File: src/rtl/tvec_pkg.sv
package tvec_pkg;

  typedef enum logic {
    SEL_VEC = 1'b0,
    SEL_EPC = 1'b1
  } csrSel_e;

  typedef struct packed {
    logic vecWr;
    logic epcWr;
    logic trapCap;
    logic mretLoad;
    logic redirLoad;
  } tvecStrobes_t;

endpackage

File: src/rtl/tvec_ctrl.sv
module tvec_ctrl
  import tvec_pkg::*;
(
  input  logic         clk,
  input  logic         rstN,
  input  logic         csrWrEn,
  input  logic         csrSel,
  input  logic         trapTaken,
  input  logic         mretTaken,
  output tvecStrobes_t strb
);

  csrSel_e selDec;

  always_comb begin
    selDec         = csrSel_e'(csrSel);
    strb.vecWr     = csrWrEn && (selDec == SEL_VEC);
    // trap capture of the saved PC outranks a software write
    strb.epcWr     = csrWrEn && (selDec == SEL_EPC) && !trapTaken;
    strb.trapCap   = trapTaken;
    // trap outranks return
    strb.mretLoad  = mretTaken && !trapTaken;
    strb.redirLoad = trapTaken || mretTaken;
  end

  p_epc_guard_r9: assert property (@(posedge clk) disable iff (!rstN)
    (csrWrEn && csrSel && !trapTaken) |-> strb.epcWr);

endmodule

File: src/rtl/tvec_datapath.sv
module tvec_datapath
  import tvec_pkg::*;
#(
  parameter int XLEN       = 32,
  parameter int CAUSE_W    = 4,
  parameter int ALIGN_BITS = 8
) (
  input  logic               clk,
  input  logic               rstN,
  input  tvecStrobes_t       strb,
  input  logic               csrRdEn,
  input  logic               csrSel,
  input  logic [XLEN-1:0]    csrWrData,
  input  logic               trapIsIrq,
  input  logic [CAUSE_W-1:0] trapCause,
  input  logic [XLEN-1:0]    trapPc,
  output logic [XLEN-1:0]    csrRdData,
  output logic               redirectValid,
  output logic [XLEN-1:0]    redirectPc
);

  localparam int BASE_W = XLEN - ALIGN_BITS;
  localparam int OFFS_W = CAUSE_W + 2;

  logic [BASE_W-1:0] baseQ;
  logic              vecModeQ;
  logic [XLEN-3:0]   epcQ;
  logic              redirValidQ;
  logic [XLEN-1:0]   redirPcQ;

  logic [XLEN-1:0] baseAddr;
  logic [XLEN-1:0] causeOffs;
  logic [XLEN-1:0] irqTarget;
  logic [XLEN-1:0] trapTarget;
  logic [XLEN-1:0] epcFull;
  logic [XLEN-1:0] vecReadVal;

  assign baseAddr   = {baseQ, {ALIGN_BITS{1'b0}}};
  assign causeOffs  = XLEN'(trapCause) << 2;
  assign epcFull    = {epcQ, 2'b00};
  assign vecReadVal = {baseQ, {(ALIGN_BITS-1){1'b0}}, vecModeQ};

  generate
    if (OFFS_W <= ALIGN_BITS) begin : g_orOffset
      assign irqTarget = baseAddr | causeOffs;
    end else begin : g_addOffset
      assign irqTarget = baseAddr + causeOffs;
    end
  endgenerate

  assign trapTarget = (trapIsIrq && vecModeQ) ? irqTarget : baseAddr;

  always_comb begin
    if (!csrRdEn)     csrRdData = '0;
    else if (csrSel)  csrRdData = epcFull;
    else              csrRdData = vecReadVal;
  end

  always_ff @(posedge clk or negedge rstN) begin
    if (!rstN) begin
      baseQ    <= '0;
      vecModeQ <= 1'b0;
    end else if (strb.vecWr) begin
      baseQ <= csrWrData[XLEN-1:ALIGN_BITS];
      if (!csrWrData[1]) vecModeQ <= csrWrData[0];
    end
  end

  always_ff @(posedge clk or negedge rstN) begin
    if (!rstN)             epcQ <= '0;
    else if (strb.trapCap) epcQ <= trapPc[XLEN-1:2];
    else if (strb.epcWr)   epcQ <= csrWrData[XLEN-1:2];
  end

  always_ff @(posedge clk or negedge rstN) begin
    if (!rstN) begin
      redirValidQ <= 1'b0;
      redirPcQ    <= '0;
    end else begin
      redirValidQ <= strb.redirLoad;
      if (strb.trapCap)       redirPcQ <= trapTarget;
      else if (strb.mretLoad) redirPcQ <= epcFull;
    end
  end

  assign redirectValid = redirValidQ;
  assign redirectPc    = redirPcQ;

  p_exc_base_r4: assert property (@(posedge clk) disable iff (!rstN)
    (strb.trapCap && !trapIsIrq) |=> (redirectPc == $past(baseAddr)));

  p_irq_entry_r5: assert property (@(posedge clk) disable iff (!rstN)
    (strb.trapCap && trapIsIrq && vecModeQ) |=>
      ((redirectPc - $past(baseAddr)) == ($past(causeOffs))));

  p_reserved_keep_r3: assert property (@(posedge clk) disable iff (!rstN)
    (strb.vecWr && csrWrData[1]) |=> (vecModeQ == $past(vecModeQ)));

  p_capture_pc_r7: assert property (@(posedge clk) disable iff (!rstN)
    strb.trapCap |=> (epcQ == $past(trapPc[XLEN-1:2])));

  p_mret_target_r8: assert property (@(posedge clk) disable iff (!rstN)
    strb.mretLoad |=> (redirectPc == $past(epcFull)));

  p_quiet_r10: assert property (@(posedge clk) disable iff (!rstN)
    !strb.redirLoad |=> !redirectValid);

endmodule

File: src/rtl/trap_vector_unit.sv
module trap_vector_unit
  import tvec_pkg::*;
#(
  parameter int XLEN       = 32,
  parameter int CAUSE_W    = 4,
  parameter int ALIGN_BITS = 8
) (
  input  logic               clk,
  input  logic               rstN,
  input  logic               csrWrEn,
  input  logic               csrRdEn,
  input  logic               csrSel,
  input  logic [XLEN-1:0]    csrWrData,
  output logic [XLEN-1:0]    csrRdData,
  input  logic               trapTaken,
  input  logic               trapIsIrq,
  input  logic [CAUSE_W-1:0] trapCause,
  input  logic [XLEN-1:0]    trapPc,
  input  logic               mretTaken,
  output logic               redirectValid,
  output logic [XLEN-1:0]    redirectPc
);

  tvecStrobes_t strb;

  tvec_ctrl u_ctrl (
    .clk       (clk),
    .rstN      (rstN),
    .csrWrEn   (csrWrEn),
    .csrSel    (csrSel),
    .trapTaken (trapTaken),
    .mretTaken (mretTaken),
    .strb      (strb)
  );

  tvec_datapath #(
    .XLEN       (XLEN),
    .CAUSE_W    (CAUSE_W),
    .ALIGN_BITS (ALIGN_BITS)
  ) u_dp (
    .clk           (clk),
    .rstN          (rstN),
    .strb          (strb),
    .csrRdEn       (csrRdEn),
    .csrSel        (csrSel),
    .csrWrData     (csrWrData),
    .trapIsIrq     (trapIsIrq),
    .trapCause     (trapCause),
    .trapPc        (trapPc),
    .csrRdData     (csrRdData),
    .redirectValid (redirectValid),
    .redirectPc    (redirectPc)
  );

endmodule

File: config.mk
export PLATFORM = sky130hd
export DESIGN_NAME = trap_vector_unit
export DESIGN_NICKNAME = d
export VERILOG_FILES = /design/src/rtl/tvec_pkg.sv /design/src/rtl/tvec_ctrl.sv /design/src/rtl/tvec_datapath.sv /design/src/rtl/trap_vector_unit.sv
export SDC_FILE = /design/constraint.sdc
export NUM_CORES = 1
export LEC_CHECK = 0
export ABC_AREA = 1
export CORE_MARGIN = 5
export CORE_UTILIZATION = 41
export CTS_CLUSTER_DIAMETER = 30
export CTS_CLUSTER_SIZE = 28
export DETAILED_ROUTE_END_ITERATION = 8
export GPL_TIMING_DRIVEN = 1
export PLACE_DENSITY = 0.71
export SLEW_MARGIN = 20
export SYNTH_ARGS = -nofsm -noshare
export SYNTH_HDL_FRONTEND = slang
export SYNTH_HIERARCHICAL = 1
export SYNTH_SLANG_ARGS = --single-unit
File: constraint.sdc
create_clock -name clk -period 1.2 [get_ports clk]
set_input_delay 0.18 -clock clk [delete_from_list [all_inputs] [get_ports clk]]
set_output_delay 0.18 -clock clk [all_outputs]
set_load 0.03 [all_outputs]
; Word-level counts from Yosys, hierarchy flattened
; Cells that the tools add are included.
; Widths: inputs -> output; s select.
[totals]
elab_cells = 25
register_bits = 88
[op_classes]
n_bitwise = 3
muxes = 7
reduce_logical = 10
[ops]
columns = cell, n
row1 = $mux 32, 5
row2 = $mux 30, 2
row3 = $or 32x6->32, 1
row4 = $logic_and 1x1->1, 5
row5 = $reduce_bool 2->1, 2
row6 = $not 1->1, 2
row7 = $reduce_and 2->1, 1
row8 = $logic_not 1->1, 1
row9 = $logic_or 1x1->1, 1

; Depth between registers and ports, before layout
[depth]
word_depth = 4
ltp_mapped = 8

; Cells and area by module
; Netlist, hierarchy kept.
[by_module_without_submodules]
columns = mod, cells_each, instances, area_each_um2, seq_area_each_um2
row1 = tvec_datapath, 572, 1, 4234.1, 2152.1
row2 = tvec_ctrl, 8, 1, 36.3, 0.0

; Least setup slack after synthesis
; OpenSTA, ideal clock, no wires.
[synth_path]
path_kind = input to output
start = in csrSel
end = out csrRdData[16]
path_stages = 3
arrival_time_ns = 1.022
slack_ns = -0.002
cell_sequence = buf_1 -> o21ai_1 -> a21oi_1
[synth_between]
elab_chain_cells = 2
[synth_rtl]
columns = item, line
row1 = "start, declared", trap_vector_unit.sv:12  ; input logic csrSel,
row2 = $mux 32, tvec_datapath.sv:55  ; else if (csrSel) csrRdData = epcFull;
row3 = $mux 32, tvec_datapath.sv:54  ; if (!csrRdEn) csrRdData = '0;
row4 = "end, declared", trap_vector_unit.sv:14  ; output logic [XLEN-1:0] csrRdData,
; No other way between the ends.

; Final worst setup path
[layout_path]
start = reg u_dp.baseQ[19]
end = out csrRdData[27]
[layout_between]
elab_chain_cells = 2
[layout_rtl]
columns = item, line
row1 = "start, declared", tvec_datapath.sv:25  ; logic [BASE_W-1:0] baseQ;
row2 = "start signal, assigned", tvec_datapath.sv:64  ; baseQ <= csrWrData[XLEN-1:ALIGN_BITS];
row3 = $mux 32, tvec_datapath.sv:55
row4 = $mux 32, tvec_datapath.sv:54
; No other way between the ends.

==> reports/results.ini <==
[drt]
wirelength_um=13000
detailedRoute.firstPassIterationCount=5
drtIter0Drc=225
detail_route.vias_per_cell=4.88
final_antenna_net_count=0
drc_errors=0
vias=4268
routed_wire_length_per_instance_um=14.9

[timing]
rsz0062_at_grt=yes
worst_slack_ns=-0.121
clock-skew-final_ns=0.00942
timing.final.crit_share_pct=110
timing.fmax_mhz=757
timing.final.crit_period_ns=1.32
final.hold.worst_slack_ns=0.276
setup-violations-final=30
report.final.slew_viol_count=0
final-hold-violation-count=0

[critical_path]
critPathCaptureType=primary output
cp-startpoint=u_dp/baseQ[19]$_DFFE_PN0P_
r2r.worst_path.cells=5
timing.critical_path.from_type=register
worst-path-max-fanout=2
worstReg2RegStart=u_dp/epcQ[0]$_DFFE_PN0P_
criticalPathCategory=register to primary output
worst_ep_required_time_ns=1.02
cp_data_arrival_time_ns=1.14

[power_and_ir_drop]
net-switching-power_uw=2650
share_clk_of_total_power_pct=28.3
power-per-cell-area_nw_per_um2=1280
p_comb_share_pct=29.4
switching_share_pct=32.2
irDropWorstVdd_v=0.000640
power.sequential.fraction_pct=42.3
leakage_uw=0.00317
p_int_uw=5590

[floorplan]
initial_utilization_pct=41.7
fp.coreArea_um2=10200
design.portCount=141
die-area_um2=12600
die_width_um=112
die_h_um=112
rows=37

[layout]
layout_common_cells=209 x sky130_fd_sc_hd__nand2_1, 86 x sky130_fd_sc_hd__dfrtp_1, 80 x sky130_fd_sc_hd__nand3_1
ratio_of_cells_with_drive_above_1_in_the_final_layout_pct=24.4
layout.nets=810
antenna-diode-count=0
fin_area_um2=6420
layout.cells.most_common=sky130_fd_sc_hd__nand2_1
syn_to_final_growth_pct=50.4

[yosys]
synth_cell_types=15
post_synthesis_instance_total=580
yosys_register_bits=86
netlist_area_um2=4270
syn-mean-instance-area_um2=7.36
synth.yosys.seq_area_share_pct=50.4
synth_warn=6

[hold_path]
worst_hold_path.num_cells=4
min_from=trapTaken
min_path_type=input port to register

[grt]
globalRouteTotalUtil_pct=20.2
antenna_violations_before_repair=0
first_global_vias=4130
grt_start_max_net_pins=87
first_pass_grt_wire_length_um=20500
congestion_overflow_gr=0

[run_status]
failing_checks=setup timing
status=finished with violations

[cts]
cts_max_level=3
cts_tree=done
ctsLongestPathBuffers=2
cts.clk_slew.worst_paths_ns=0.08
clock-sinks=86
numCtsBuffers=9
cts_root_buffer=sky130_fd_sc_hd__clkbuf_8
clock_latency_on_the_worst_skew_pair_ns=0.36

[placed_design]
place_congestion=0.845
detailed_place.area_um2=5810
port-buffer-count=135
place_hpwl_um=8860

[flow_run]
cap_viol_max_count=0

==> cells in the mapped netlist, drive strengths merged <==
master / instances / area (um2)
a21oi: 24 / 120
clkbuf: 11 / 41.3
o21ai: 50 / 250
or2: 1 / 6.26
buf: 30 / 181
nor2: 32 / 120
conb: 1 / 3.75
inv: 55 / 206
nand2: 210 / 788
nand3: 80 / 400
dfrtp: 86 / 2150
==> worst paths after layout <==
kind | slack [ns] | to
max | -0.12 | csrRdData[27]
min | 0.28 | u_dp/redirectPc[6]$_DFFE_PN0P_
max reg2reg | 0.28 | u_dp/redirectPc[2]$_DFFE_PN0P_
min reg2reg | 0.51 | u_dp/epcQ[24]$_DFFE_PN0P_
max in group asynchronous | 0.45 | u_dp/epcQ[29]$_DFFE_PN0P_
min in group asynchronous | 0.39 | u_dp/epcQ[22]$_DFFE_PN0P_
==> final cells by class <==
| type | count | area [um2] |
|---|---|---|
| Clock buffer | 11 | 151 |
| Sequential cell | 86 | 2150 |
| Timing Repair Buffer | 182 | 1800 |
| Clock inverter | 5 | 81.3 |
| Tap cell | 136 | 170 |
| Inverter | 55 | 206 |
| Fill cell | 927 | 3810 |
| Multi-Input combinational cell | 400 | 1860 |
==> state kept, by name, summed over array words and instances (netlist names) <==
name                cells
u_dp/redirectValid      1
u_dp/vecModeQ           1
u_dp/redirectPc        30
u_dp/baseQ             24
u_dp/epcQ              30
==> layer usage <==
metal  vias to the layer above  global-route usage [%]  share of wire [%]
li1                       2122                       -                  -
met1                      1986                    26.8                 43
met2                       144                    33.6                 50
met3                        16                    3.77                6.1
met4                         0                    6.41                1.7
met5                         -                       0                  0
==> power groups by stage <==
stage / combinational (uW) / sequential [uW] / clock (uW)
4_1_cts: 2310 / 3470 / 2380
3_3_place_gp: 2180 / 3510 / 0
6_report: 2420 / 3480 / 2330
5_1_grt: 2630 / 3520 / 2500
2_1_floorplan: 950 / 3750 / 0
3_5_place_dp: 2210 / 3530 / 0
==> repair_timing <==
action	in CTS	in global routing
gates cloned	1	1
pin swaps	26	3
hold buffers	1	0
setup endpoints to repair	47	89
buffers inserted	9	11
gates resized for setup	22	42
hold endpoints to repair	86	0
==> cell families (layout without fill, tap and decap cells) <==
| kind of cell | count (synthesis) | after routing | share of synthesized area (%) |
|---|---|---|---|
| simple gates | 323 | 323 | 30.8 |
| buf+inv | 96 | 253 | 10.0 |
| flops | 86 | 86 | 50.4 |
| compound gates | 74 | 74 | 8.67 |
| other cells | 1 | 3 | 0.0878 |
==> worst max-delay path, stage by stage (launching register included) <==
cell	delay [ns]
sky130_fd_sc_hd__dfrtp_1	0.35
sky130_fd_sc_hd__o21ai_1	0.07
sky130_fd_sc_hd__a21oi_1	0.18
sky130_fd_sc_hd__buf_4	0.20
==> stage by stage <==
stage / setup TNS (ns) / utilization [%] / power (uW) / worst slack, ns / std cells
2_1_floorplan: 0 / - / 4700 / 0.00595 / 582
3_3_place_gp: -30.20 / 56.8 / 5690 / -0.355 / 836
3_5_place_dp: -32.72 / 56.8 / 5740 / -0.401 / 836
4_1_cts: -2.57 / 60.6 / 8160 / -0.128 / 863
5_1_grt: -3.70 / 62.8 / 8650 / -0.164 / 875
6_report: -1.88 / 62.8 / 8240 / -0.121 / 875
Note: power is estimated with default switching activity, not from simulation.
